**config.mk**
```make
export PLATFORM = sky130hd
export DESIGN_NAME = fp_nanbox_unit
export DESIGN_NICKNAME = d
export VERILOG_FILES = /design/src/rtl/fpbox_pkg.sv /design/src/rtl/fpbox_fill.sv /design/src/rtl/fpbox_check.sv /design/src/rtl/fpbox_read.sv /design/src/rtl/fp_nanbox_unit.sv
export SDC_FILE = /design/constraint.sdc
export NUM_CORES = 1
export LEC_CHECK = 0
export ABC_CLOCK_PERIOD_IN_PS = 4900
export BUFFER_PORTS_ARGS = -buffer_cell sky130_fd_sc_hd__buf_2
export CAP_MARGIN = 5
export CELL_PAD_IN_SITES_DETAIL_PLACEMENT = 2
export CELL_PAD_IN_SITES_GLOBAL_PLACEMENT = 2
export CORE_AREA = 2 2 200 202
export DETAILED_ROUTE_END_ITERATION = 16
export DIE_AREA = 0 0 202 204
export MAX_ROUTING_LAYER = met4
export PLACE_DENSITY = 0.65
export SETUP_SLACK_MARGIN = 0.1
export SLEW_MARGIN = 20
export SYNTH_ARGS = -nofsm -noshare
export SYNTH_HDL_FRONTEND = slang
export SYNTH_SLANG_ARGS = --single-unit
```
**constraint.sdc**
```tcl
create_clock -name vclk -period 4.9
set_clock_uncertainty 0.2 [all_clocks]
set_input_delay 0.49 -clock vclk [all_inputs]
set_output_delay 0.49 -clock vclk [all_outputs]
set_load 0.03 [all_outputs]
```
**src/rtl/fpbox_pkg.sv**
```systemverilog
// Package: shared format codes and width helpers for the boxing unit.
// Assumes a register width (FLEN) of 32, 64 or 128.
package fpbox_pkg;

    typedef enum logic [1:0] {
        FMT_SGL  = 2'b00,
        FMT_DBL  = 2'b01,
        FMT_RSVD = 2'b10,
        FMT_QUAD = 2'b11
    } fp_fmt_e;

    localparam int W_SGL = 32;
    localparam int W_DBL = 64;

    // Number of narrow formats that can ever be boxed below quad.
    localparam int N_NARROW = 2;

    // Width of the narrow format at index i (0 = single, 1 = double).
    function automatic int narrow_width(input int i);
        return W_SGL << i;
    endfunction

endpackage

```
**src/rtl/fpbox_fill.sv**
```systemverilog
// Module: write-side boxer. It forces every bit above the format width
// to one. Assumes the low n bits of din already carry the value.
module fpbox_fill
    import fpbox_pkg::*;
#(
    parameter int FLEN = 128
) (
    input  logic [1:0]      fmt,
    input  logic [FLEN-1:0] din,
    output logic [FLEN-1:0] dout
);

    // A shift past FLEN gives an empty mask, so unsupported widths need no fill.
    localparam logic [FLEN-1:0] ALL1   = {FLEN{1'b1}};
    localparam logic [FLEN-1:0] MASK_S = ALL1 << W_SGL;
    localparam logic [FLEN-1:0] MASK_D = ALL1 << W_DBL;

    logic [FLEN-1:0] upper;

    // Pick the upper-field mask for the requested format.
    always_comb begin
        case (fmt)
            FMT_SGL: upper = MASK_S;
            FMT_DBL: upper = MASK_D;
            default: upper = '0;
        endcase
    end

    // Keep the low field and set the upper field.
    always_comb begin
        dout = (din & ~upper) | upper;
    end

endmodule

```
**src/rtl/fpbox_check.sv**
```systemverilog
// Module: box validity detector. Produces one flag per narrow format,
// set when every bit above that format width is one. Formats at or
// above FLEN are always flagged valid.
module fpbox_check
    import fpbox_pkg::*;
#(
    parameter int FLEN = 128
) (
    input  logic [FLEN-1:0]     entry,
    output logic [N_NARROW-1:0] box_ok
);

    localparam logic [FLEN-1:0] ALL1 = {FLEN{1'b1}};

    for (genvar gi = 0; gi < N_NARROW; gi++) begin : g_fmt
        localparam int W = narrow_width(gi);
        localparam logic [FLEN-1:0] UPPER = ALL1 << W;
        // Reduce over the upper field only; ignored bits are forced to one.
        always_comb begin
            box_ok[gi] = &(entry | ~UPPER);
        end
    end

endmodule

```
**src/rtl/fpbox_read.sv**
```systemverilog
// Module: read-side selector. A compute read with a bad box gets the
// canonical NaN. Any other read gets the low field, zero-extended.
// Assumes box_ok comes from fpbox_check on the same entry.
module fpbox_read
    import fpbox_pkg::*;
#(
    parameter int FLEN = 128
) (
    input  logic [1:0]          fmt,
    input  logic                is_compute,
    input  logic [FLEN-1:0]     entry,
    input  logic [N_NARROW-1:0] box_ok,
    output logic [FLEN-1:0]     operand
);

    localparam logic [FLEN-1:0] ALL1    = {FLEN{1'b1}};
    localparam logic [FLEN-1:0] MASK_S  = ALL1 << W_SGL;
    localparam logic [FLEN-1:0] MASK_D  = ALL1 << W_DBL;
    localparam logic [FLEN-1:0] CANON_S = FLEN'(32'h7FC0_0000);
    localparam logic [FLEN-1:0] CANON_D = FLEN'(64'h7FF8_0000_0000_0000);

    logic [FLEN-1:0] upper;
    logic [FLEN-1:0] canon;
    logic            ok;

    // Select the mask, validity flag and fallback NaN for the format.
    always_comb begin
        case (fmt)
            FMT_SGL: begin upper = MASK_S; ok = box_ok[0]; canon = CANON_S; end
            FMT_DBL: begin upper = MASK_D; ok = box_ok[1]; canon = CANON_D; end
            default: begin upper = '0;     ok = 1'b1;      canon = '0;      end
        endcase
    end

    // Substitute the NaN only on the compute path.
    always_comb begin
        if (is_compute && !ok) operand = canon;
        else                   operand = entry & ~upper;
    end

endmodule

```
**src/rtl/fp_nanbox_unit.sv**
```systemverilog
// Module: top of the boxing unit. The write side boxes values for the
// register file. The read side unboxes entries for compute or transfer
// consumers. Purely combinational; FLEN must be 32, 64 or 128.
module fp_nanbox_unit
    import fpbox_pkg::*;
#(
    parameter int FLEN = 128
) (
    input  logic [1:0]      wr_fmt,
    input  logic [FLEN-1:0] wr_val,
    output logic [FLEN-1:0] wr_boxed,
    input  logic [1:0]      rd_fmt,
    input  logic            rd_is_compute,
    input  logic [FLEN-1:0] rd_reg,
    output logic [FLEN-1:0] rd_operand
);

    logic [N_NARROW-1:0] box_ok;

    fpbox_fill #(.FLEN(FLEN)) u_fill (
        .fmt  (wr_fmt),
        .din  (wr_val),
        .dout (wr_boxed)
    );

    fpbox_check #(.FLEN(FLEN)) u_check (
        .entry  (rd_reg),
        .box_ok (box_ok)
    );

    fpbox_read #(.FLEN(FLEN)) u_read (
        .fmt        (rd_fmt),
        .is_compute (rd_is_compute),
        .entry      (rd_reg),
        .box_ok     (box_ok),
        .operand    (rd_operand)
    );

endmodule

```
==> impl_results.md <==
- Run status: finished, final reports clean
- Synth area leaders: and2_1 26%, nand2b_1 19%, buf_4 12%
- Worst Setup SP: rd_reg[94]
- Worst setup EP type: primary output
- Final-report hold violation count: 0
- Max-slew violation count: 0
- Gr ovfl total: 0
- WP data required: between 4 and 5 ns
- Lkg Pwr: 2.54 nW
- Nets: between 900 and 1000
- Tightest Pin Transition: 0.793 ns
- Mean Syn Cell Area: about 6.5 µm²
- Count leader, synth: and2_1
- Area Overhead vs Synth: 121%
- Seq_cells: 0
- Hold buffers post-CTS: 0
- Worst vdd ir: 0.0303 mV
- Initial Util: 5.47%
- Hold Path Class: in -> out
- Syn_nets: roughly 590
- Fin crit share: 64.1%
- Post-synth top cells: 88 x and2_1, 64 x nand2b_1, 33 x buf_4, 33 x or2_2, 25 x nand4_1
- Die width: a little over 200 µm
- Vias in the first global route: roughly 4200
- First-pass GRT wire length: 25500 µm
- Port buffer count: around 450
- Routed WL: between 15000 and 20000 µm
- Core area: about 40000 µm²
- Maxcap violations: 0
- CP Data Arrival Time: about 2.5 ns
- CP Class: in -> out
- Num ports: a little over 500
- DR pass1 iterations: 4
- Gpl congestion: 0.844
- DIE AREA: roughly 40000 µm²
- Synth Warn #: 0
- Layout cells sized above 1: between 60 and 70%
- Max transition margin: a little under half
- Post-route cell area: about 4700 µm²
- Gate Count Post-Synth: approximately 330
- Setup crit end: rd_operand[30]
- DP Wirelength: ~17000 µm
- Placed Area: 4720 µm²
- Netlist cell types: 19
- Drt wl/cell: around 15 µm
- Post-CTS Setup Bufs: 0
- Post-synth design cell area: 2140 µm²
- Type of origin of the critical path: input pin
- Leading area contributor after synthesis: and2_1
- RSZ-0062 raised after global routing: no
- CLK BUF: 0
- Largest net degree at the start of global routing: 63
- DRT iter0 DRCs: 114
- # rows: between 70 and 80
- Number of gates resized after CTS: 0
- Die height: about 200 µm
- Sequential standard cell area: 0 µm²
- CP Max Fanout: around 40
- Setup_tns: 0 ns
- Fill count: between 4000 and 5000
- Post-route minimum period: about 3.1 ns
- Antenna violations before repair: 4
- Gr usage total: 8.31%
- Vias per inst: around 3.1
- Pwr dens: between 100 and 150 nW/µm²
- Max Clk Rate: 318 MHz
- Area share of the largest cell type after synthesis: about a quarter
- Final setup viols: 0
- Register area share after synthesis: 0%
- DRT antenna net count: 0
- DRC errors left: 0
- DR vias: around 3900
-- worst max-delay path, cell delays in order --
cell and delay [ns]:
buf_2 0.11, nand4_1 0.31, nor4_1 0.29, nand4_1 0.25
and2_1 0.24, buf_4 0.26, a22oi_1 0.25, buf_2 0.23
-- cells in the final DEF, fill, tap and decap left out, drive strengths merged, types with 3 or more instances in the layout --
| cell | instances |
|---|---|
| a22oi | 9 |
| and2 | 88 |
| and3b | 20 |
| buf | 458 |
| diode | 3 |
| inv | 9 |
| nand2b | 64 |
| nand4 | 25 |
| nor4 | 6 |
| o21a | 12 |
| or2 | 33 |
-- stage by stage --
step / hold slack, ns / total power (W) / cells / worst slack, ns / util [%]
2_1_floorplan: 0.912 / 0.000398 / 331 / 2.25 / -
3_3_place_gp: 0.780 / 0.000584 / 1253 / 1.59 / 12.0
3_5_place_dp: 0.780 / 0.000590 / 1253 / 1.54 / 12.0
4_1_cts: 0.780 / 0.000591 / 1253 / 1.53 / 12.0
5_1_grt: 0.780 / 0.000620 / 1255 / 1.41 / 12.1
6_report: 0.780 / 0.000580 / 1256 / 1.76 / 12.1
-- worst min path at each step --
stage | startpoint | endpoint | slack, ns | cells past startpoint
floorplan | wr_val[0] | wr_boxed[0] | 0.91 | 1
global placement | wr_val[11] | wr_boxed[11] | 0.78 | 0
detailed placement | wr_val[11] | wr_boxed[11] | 0.78 | 0
CTS | wr_val[11] | wr_boxed[11] | 0.78 | 0
global route | wr_val[9] | wr_boxed[9] | 0.78 | 0
finish | wr_val[21] | wr_boxed[21] | 0.78 | 0
-- per-layer routing --
metal  share of wire, %  GRT usage, %  routed length, µm  vias to the layer above
met5                  0             -                  0                        -
met4               0.93         0.735                171                        0
met3                9.5          1.99               1760                       14
met2                 51          15.3               9330                      302
met1                 39          9.39               7160                     1741
li1                   -             -                  -                     1839
-- area by class of cell --
class / instances / area (µm²) / share of cell area (%)
Inverter: 9 / 33.8 / 0.715
Multi-Input combinational cell: 261 / 1720 / 36.5
Timing Repair Buffer: 458 / 2300 / 48.8
Tap cell: 525 / 657 / 13.9
Antenna cell: 3 / 7.51 / 0.159
-- report_power, final --
| group | switching, W | total [W] | internal (W) |
|---|---|---|---|
| registers | 0 | 0 | 0 |
| logic | 0.000379 | 0.000580 | 0.000201 |
| clock network | 0 | 0.0000000000689 | 0.0000000000688 |
| total | 0.000379 | 0.000580 | 0.000201 |
-- cells by family (layout without fill, tap and decap cells) --
group	count (synthesis)	after routing	synth area share, %
buffers and inverters	70	467	19.5
other	0	3	0
AOI/OAI and AO/OA	23	23	8.47
and+or+nand+nor	238	238	72.0
Power figures use the tool's default switching activity.
